**config.mk**
```make
export PLATFORM = sky130hd
export DESIGN_NAME = szseq_top
export DESIGN_NICKNAME = d
export VERILOG_FILES = /design/src/rtl/szseq_pkg.sv /design/src/rtl/szseq_decode.sv /design/src/rtl/szseq_flags.sv /design/src/rtl/szseq_ctrl.sv /design/src/rtl/szseq_top.sv
export SDC_FILE = /design/constraint.sdc
export NUM_CORES = 1
export LEC_CHECK = 0
export BUFFER_PORTS_ARGS = -buffer_cell sky130_fd_sc_hd__buf_2
export CORE_MARGIN = 2
export CORE_UTILIZATION = 40
export CTS_BUF_LIST = sky130_fd_sc_hd__clkbuf_16
export CTS_CLUSTER_SIZE = 30
export DETAILED_ROUTE_END_ITERATION = 6
export PLACE_DENSITY = 0.68
export SYNTH_ARGS = -nofsm -noshare
export SYNTH_HDL_FRONTEND = slang
export SYNTH_SLANG_ARGS = --single-unit
export TNS_END_PERCENT = 20
```
**constraint.sdc**
```tcl
create_clock -name clk -period 2.7 [get_ports clk]
set_input_delay 0.405 -clock clk [delete_from_list [all_inputs] [get_ports clk]]
set_output_delay 0.405 -clock clk [all_outputs]
set_load 0.005 [all_outputs]
```
**src/rtl/szseq_pkg.sv**
```systemverilog
package szseq_pkg;

    typedef enum logic [1:0] {
        ST_IDLE  = 2'd0,
        ST_ARMED = 2'd1,
        ST_BUSY  = 2'd2
    } seq_state_e;

    typedef struct packed {
        logic       align_bad;
        logic       ctx_kind;
        logic [3:0] tail;
    } wr_class_t;

    localparam int NUM_FLAGS = 2;
    localparam int FLAG_SIZE = 0;
    localparam int FLAG_CTX  = 1;

    function automatic logic [3:0] tail_len(input logic [2:0] blk);
        return (blk == 3'd0) ? 4'd8 : {1'b0, blk};
    endfunction

endpackage

```
**src/rtl/szseq_decode.sv**
```systemverilog
module szseq_decode
    import szseq_pkg::*;
#(
    parameter int DATA_W   = 16,
    parameter int MAX_BITS = 4096,
    parameter int CTX_BITS = 2072,
    parameter int STORE_W  = 13
) (
    input  logic [DATA_W-1:0]  wr_data,
    input  logic               ctx_loaded,
    output wr_class_t          cls,
    output logic [STORE_W-1:0] sat_size
);
    localparam int CMP_W = (DATA_W > STORE_W) ? DATA_W : STORE_W;

    logic [CMP_W-1:0] wide;

    always_comb begin
        wide          = CMP_W'(wr_data);
        cls.align_bad = (wr_data[2:0] != 3'd0);
        cls.ctx_kind  = !ctx_loaded && (wr_data == DATA_W'(CTX_BITS));
        cls.tail      = tail_len(wr_data[5:3]);
        if (wide > CMP_W'(MAX_BITS))
            sat_size = STORE_W'(MAX_BITS);
        else
            sat_size = STORE_W'(wide);
    end

endmodule

```
**src/rtl/szseq_flags.sv**
```systemverilog
module szseq_flags
    import szseq_pkg::*;
(
    input  logic                 clk,
    input  logic                 rst,
    input  logic                 reinit,
    input  logic [NUM_FLAGS-1:0] set_evt,
    output logic [NUM_FLAGS-1:0] flags
);
    for (genvar i = 0; i < NUM_FLAGS; i++) begin : g_flag
        always_ff @(posedge clk) begin
            if (rst || reinit)
                flags[i] <= 1'b0;
            else if (set_evt[i])
                flags[i] <= 1'b1;
        end
    end

endmodule

```
**src/rtl/szseq_ctrl.sv**
```systemverilog
module szseq_ctrl
    import szseq_pkg::*;
#(
    parameter int STORE_W = 13
) (
    input  logic               clk,
    input  logic               rst,
    input  logic               reinit,
    input  logic               wr_en,
    input  wr_class_t          cls,
    input  logic [STORE_W-1:0] sat_size,
    input  logic               fifo_nonempty,
    input  logic               fifo_ctx_ok,
    input  logic               dp_done,
    output seq_state_e         state,
    output logic [STORE_W-1:0] size_q,
    output logic [3:0]         tail_q,
    output logic               ctx_loaded,
    output logic               start,
    output logic               evt_size,
    output logic               evt_ctx
);
    logic in_proc;
    logic idle_wr_ok;
    logic ctx_accept;
    logic msg_accept;

    always_comb begin
        in_proc    = (state != ST_IDLE);
        idle_wr_ok = wr_en && !in_proc && !cls.align_bad;
        ctx_accept = idle_wr_ok && cls.ctx_kind && fifo_ctx_ok;
        msg_accept = idle_wr_ok && !cls.ctx_kind;
        evt_size   = wr_en && cls.align_bad;
        evt_ctx    = wr_en && ((in_proc && (sat_size != size_q)) ||
                               (!in_proc && cls.ctx_kind && !fifo_ctx_ok));
    end

    always_ff @(posedge clk) begin
        if (rst || reinit) begin
            state      <= ST_IDLE;
            size_q     <= '0;
            tail_q     <= 4'd8;
            ctx_loaded <= 1'b0;
            start      <= 1'b0;
        end else begin
            start <= 1'b0;
            if (idle_wr_ok)
                size_q <= sat_size;
            unique case (state)
                ST_IDLE: begin
                    if (ctx_accept)
                        ctx_loaded <= 1'b1;
                    if (msg_accept) begin
                        tail_q <= cls.tail;
                        state  <= ST_ARMED;
                    end
                end
                ST_ARMED: begin
                    if (fifo_nonempty) begin
                        start <= 1'b1;
                        state <= ST_BUSY;
                    end
                end
                ST_BUSY: begin
                    if (dp_done) begin
                        ctx_loaded <= 1'b0;
                        state      <= ST_IDLE;
                    end
                end
                default: state <= ST_IDLE;
            endcase
        end
    end

endmodule

```
**src/rtl/szseq_top.sv**
```systemverilog
module szseq_top
    import szseq_pkg::*;
#(
    parameter int DATA_W   = 16,
    parameter int FIFO_W   = 10,
    parameter int MAX_BITS = 4096,
    parameter int CTX_BITS = 2072
) (
    input  logic              clk,
    input  logic              rst,
    input  logic              reinit,
    input  logic              wr_en,
    input  logic [DATA_W-1:0] wr_data,
    input  logic              rd_sel,
    output logic [DATA_W-1:0] rd_data,
    input  logic [FIFO_W-1:0] fifo_bytes,
    input  logic              dp_done,
    output logic              start,
    output logic [3:0]        tail_bytes,
    output logic              size_err,
    output logic              ctx_err
);
    localparam int STORE_W   = $clog2(MAX_BITS + 1);
    localparam int CTX_BYTES = CTX_BITS / 8;

    wr_class_t            cls;
    logic [STORE_W-1:0]   sat_size;
    logic [STORE_W-1:0]   size_q;
    seq_state_e           st_q;
    logic                 ctx_loaded;
    logic                 evt_size;
    logic                 evt_ctx;
    logic [NUM_FLAGS-1:0] flag_set;
    logic [NUM_FLAGS-1:0] flag_q;
    logic [4:0]           status;

    szseq_decode #(
        .DATA_W  (DATA_W),
        .MAX_BITS(MAX_BITS),
        .CTX_BITS(CTX_BITS),
        .STORE_W (STORE_W)
    ) u_decode (
        .wr_data   (wr_data),
        .ctx_loaded(ctx_loaded),
        .cls       (cls),
        .sat_size  (sat_size)
    );

    szseq_ctrl #(
        .STORE_W(STORE_W)
    ) u_ctrl (
        .clk          (clk),
        .rst          (rst),
        .reinit       (reinit),
        .wr_en        (wr_en),
        .cls          (cls),
        .sat_size     (sat_size),
        .fifo_nonempty(fifo_bytes != '0),
        .fifo_ctx_ok  (fifo_bytes >= FIFO_W'(CTX_BYTES)),
        .dp_done      (dp_done),
        .state        (st_q),
        .size_q       (size_q),
        .tail_q       (tail_bytes),
        .ctx_loaded   (ctx_loaded),
        .start        (start),
        .evt_size     (evt_size),
        .evt_ctx      (evt_ctx)
    );

    always_comb begin
        flag_set            = '0;
        flag_set[FLAG_SIZE] = evt_size;
        flag_set[FLAG_CTX]  = evt_ctx;
    end

    szseq_flags u_flags (
        .clk    (clk),
        .rst    (rst),
        .reinit (reinit),
        .set_evt(flag_set),
        .flags  (flag_q)
    );

    assign size_err = flag_q[FLAG_SIZE];
    assign ctx_err  = flag_q[FLAG_CTX];

    always_comb begin
        status  = {st_q == ST_BUSY, st_q == ST_ARMED, ctx_loaded, ctx_err, size_err};
        rd_data = rd_sel ? DATA_W'(status) : DATA_W'(size_q);
    end

endmodule

```
==> summary.txt <==
Clocking
  • H-tree Lvls: 1
  • Post-cts sizing count: 0
  • CTS Hold Bufs: 0
  • Clock sinks: 23
  • CTS Buf Count: 3
  • CTS clk-pin slew, worst paths: ~0.060 ns
  • CTS tree: yes
  • Postcts setup bufs: 0
  • Largest buffer count on any clock path: 2
  • Clk_lat worst skew: 0.25 ns
  • CTS Root Cell: clkbuf_16

STA
  • Final worst setup slack: 0.603 ns
  • Final hold violations: 0
  • Minimum clock period: 2.10 ns
  • Highest Clock Rate: 477 MHz
  • Final clock skew: 0.00301 ns
  • Slew @ Worst Pin: 0.515 ns
  • Post-route clock period utilization: between 70% and 80%
  • Rel. slew slack: 65.6%
  • Fin Setup TNS: 0 ns
  • Endpoints failing setup: 0
  • Final hold slack: 0.335 ns
  • Slew Limit Fails: 0
  • RSZ-0062 raised after global routing: false

Logic synthesis
  • Compound-cell area share of the yosys netlist: 17.4%
  • Synthesized cell area: around 1400 sq um
  • Post-synth EDFFs: 0
  • Main combinational cell family by area after synthesis: simple AND/OR/NAND/NOR gates
  • Most used DFF post-synth: dfxtp_1
  • Async set or reset register ratio after synthesis: 0%
  • Simple logic cell fraction of the synthesized area: 33.0%
  • Synth warn: 0
  • Yosys reg bits: 23
  • Yosys cell types: 34
  • Proportion of synthesized area in mux cells: around 6.3%
  • Xor and xnor area share after synthesis: 2.57%
  • Gate Count Post-Synth: 175
  • Register area share after synthesis: 33.8%
  • Mean Syn Cell Area: between 7 and 8 sq um
  • Adder-Cell Fraction of Synth Area: 0%

Floorplanning
  • Die Y: roughly 62 um
  • Core area: 3310 sq um
  • Rows: 21
  • Initial Utilization: 41.2%
  • DIE WIDTH: approximately 62 um
  • Boundary pin count: 55
  • Die footprint: 3890 sq um

Final layout
  • # diodes: 0
  • NumNets Final: ~260
  • Syn-to-layout area delta: 25.2%
  • Layout cell share with drive strength beyond 1: around 29%
  • Finished Cell Area: approximately 1700 sq um
  • Fillcell total: around 360

Drt
  • DR pass1 iterations: 4
  • Via density: 5.08
  • DR WL/cell: ~13 um
  • Overall routed net length: 3430 um
  • DR vias: about 1400
  • # DRC: 0
  • Final antenna-violating net count: 0
  • DR iter-0 viols: between 60 and 70

GRT
  • Antenna violations before repair: 0
  • First-pass GRT wire length: 6040 um
  • Largest net degree at the start of global routing: 20
  • Vias in the first global route: 1336
  • Global route overflow: 0
  • GRT Total Usage: a little under a fifth

Power
  • Leakage power: 0.753 nW
  • Power per cell area: 434 nW/um^2
  • Total power draw: 740 uW
  • VDD IR max: about 0.52 mV

Worst setup path
  • CP Data Arrival Time: approximately 2.2 ns
  • Critical path endpoint category: flip-flop
  • RR Startpoint: u_ctrl.size_q[6]$_SDFFE_PP0P_
  • Max incr delay on CP: 0.55 ns
  • CP Max Fanout: 12
  • CP required: 2.84 ns
  • Buffers & Inverters on Critical Path: 1
  • Reg2reg end: u_flags.flags[1]$_SDFFE_PP0P_
  • CP max-delay cell: or4_4
  • Critical path type: input pin to flip-flop
  • FF-to-FF setup slack: 1.04 ns
  • CP Launch Type: input pin
  • Cells on worst reg2reg path: 5
  • Worst path top cell family by delay: simple AND/OR/NAND/NOR gates
  • Worst-path cell chain: buf_2 -> or4_4 -> o41ai_4 -> and2_4 -> mux2i_1 -> nor4_1 -> o21ai_1

Flow run
  • Max Cap Viol: 0

Hold path
  • Hold Crit Class: input pin to flip-flop
  • Worst Min Path Start: dp_done
  • Hold EP: u_ctrl.ctx_loaded$_SDFFE_PP0P_
  • Worst Hold Path Cells: 2

Placement
  • Placed inst area: 1630 sq um
  • Placer Congestion: 0.857
  • Pre-CTS setup slack: approximately 0.32 ns
  • Detailed Place HPWL: 2680 um
  • PortBufs: 51

Status
  • Status: completed
[area by class of cell]
cell class	count	area [sq um]	share of cell area, %
repair buffers	52	263	15.4
clock inverters	1	3.75	0.220
multi-input cells	136	820	48.1
clock buffers	3	75.1	4.40
flip-flops and latches	23	460	27.0
inverters	7	26.3	1.54
well taps	46	57.6	3.37
[stage by stage]
stage / utilization (%) / cells
after floorplan: - / 177
after global placement: 49.1 / 264
after detailed placement: 49.1 / 264
after CTS: 51.5 / 268
after global routing: 51.5 / 268
final: 51.5 / 268
[layer usage]
metal	global-route usage (%)	part of all wire, %
met3	4.35	5.1
met5	0	0
met4	3.89	0
met1	25.2	48
met2	31.5	47
[synthesized netlist by cell type (2+ instances only)]
| cell type | number | area share [%] |
|---|---|---|
| a211o_1 | 2 | 1.3 |
| buf_4 | 4 | 2.2 |
| or4_1 | 3 | 1.7 |
| a21oi_1 | 17 | 6.2 |
| nand3b_1 | 2 | 1.1 |
| o21ai_0 | 4 | 1.5 |
| a22oi_1 | 3 | 1.7 |
| o22ai_1 | 2 | 0.92 |
| a211oi_1 | 3 | 1.7 |
| nor2_1 | 17 | 4.7 |
| and3_1 | 5 | 2.3 |
| or3_1 | 2 | 0.92 |
| mux2_2 | 5 | 4.1 |
| nor3_1 | 6 | 2.2 |
| clkbuf_1 | 6 | 1.7 |
| o21a_1 | 2 | 1.1 |
| nor2b_1 | 11 | 5.1 |
| nor4_1 | 5 | 2.3 |
| mux2i_1 | 3 | 2.2 |
| xnor2_1 | 4 | 2.6 |
| or2_2 | 2 | 0.92 |
| inv_1 | 7 | 1.9 |
| nand2_1 | 14 | 3.9 |
| dfxtp_1 | 23 | 34 |
| nand3_1 | 13 | 4.8 |
| nand4b_1 | 2 | 1.3 |
[power by group]
group / internal, mW / leakage, nW / switching [mW] / total [mW]
logic: 0.0356 / 0.525 / 0.0480 / 0.0836
registers: 0.341 / 0.185 / 0.00145 / 0.343
clock network: 0.197 / 0.0423 / 0.116 / 0.314
total: 0.574 / 0.753 / 0.166 / 0.740
[registers in the layout, summed over array words and instances (netlist names)]
register,count
u_ctrl.size_q,13
u_ctrl.tail_q,4
u_ctrl.state,2
u_flags.flags,2
u_ctrl.ctx_loaded,1
u_ctrl.start,1
[worst register-to-register path, stage by stage (launching register included)]
cell	delay [ns]
dfxtp_1	0.34
or4_1	0.51
nor4_1	0.20
mux2i_1	0.11
nor4_1	0.32
o21ai_1	0.08
[how the worst max path moves through the flow]
stage | startpoint | depth (start not counted) | to
6_report | wr_data[5] | 7 | u_flags.flags[1]$_SDFFE_PP0P_
5_1_grt | wr_data[5] | 7 | u_flags.flags[1]$_SDFFE_PP0P_
4_1_cts | wr_data[5] | 7 | u_flags.flags[1]$_SDFFE_PP0P_
3_5_place_dp | wr_data[5] | 7 | u_flags.flags[1]$_SDFFE_PP0P_
3_3_place_gp | wr_data[5] | 7 | u_flags.flags[1]$_SDFFE_PP0P_
2_1_floorplan | wr_data[5] | 8 | u_flags.flags[1]$_SDFFE_PP0P_
[logic make-up after synthesis]
| group | after synthesis |
|---|---|
| AO/OA/AOI/OAI | 36 |
| AND/OR/NAND/NOR | 85 |
| other | 1 |
| buffers and inverters | 18 |
| XOR/XNOR | 4 |
| multiplexers | 8 |
| flip-flops | 23 |
[cell usage in the layout (no fill, tap or decap), types with 3 or more instances in the layout]
cell type,instances
nor4_1,5
nand3_1,13
o21ai_0,4
or4_1,3
inv_1,8
mux2i_1,3
nor2_1,17
conb_1,3
a211oi_1,3
clkbuf_16,3
nand2_1,14
dfxtp_1,23
nor2b_1,11
mux2_2,5
nor3_1,6
xnor2_1,4
a22oi_1,3
a21oi_1,17
and3_1,5
buf_2,51
(Power assumes the default switching activity.)
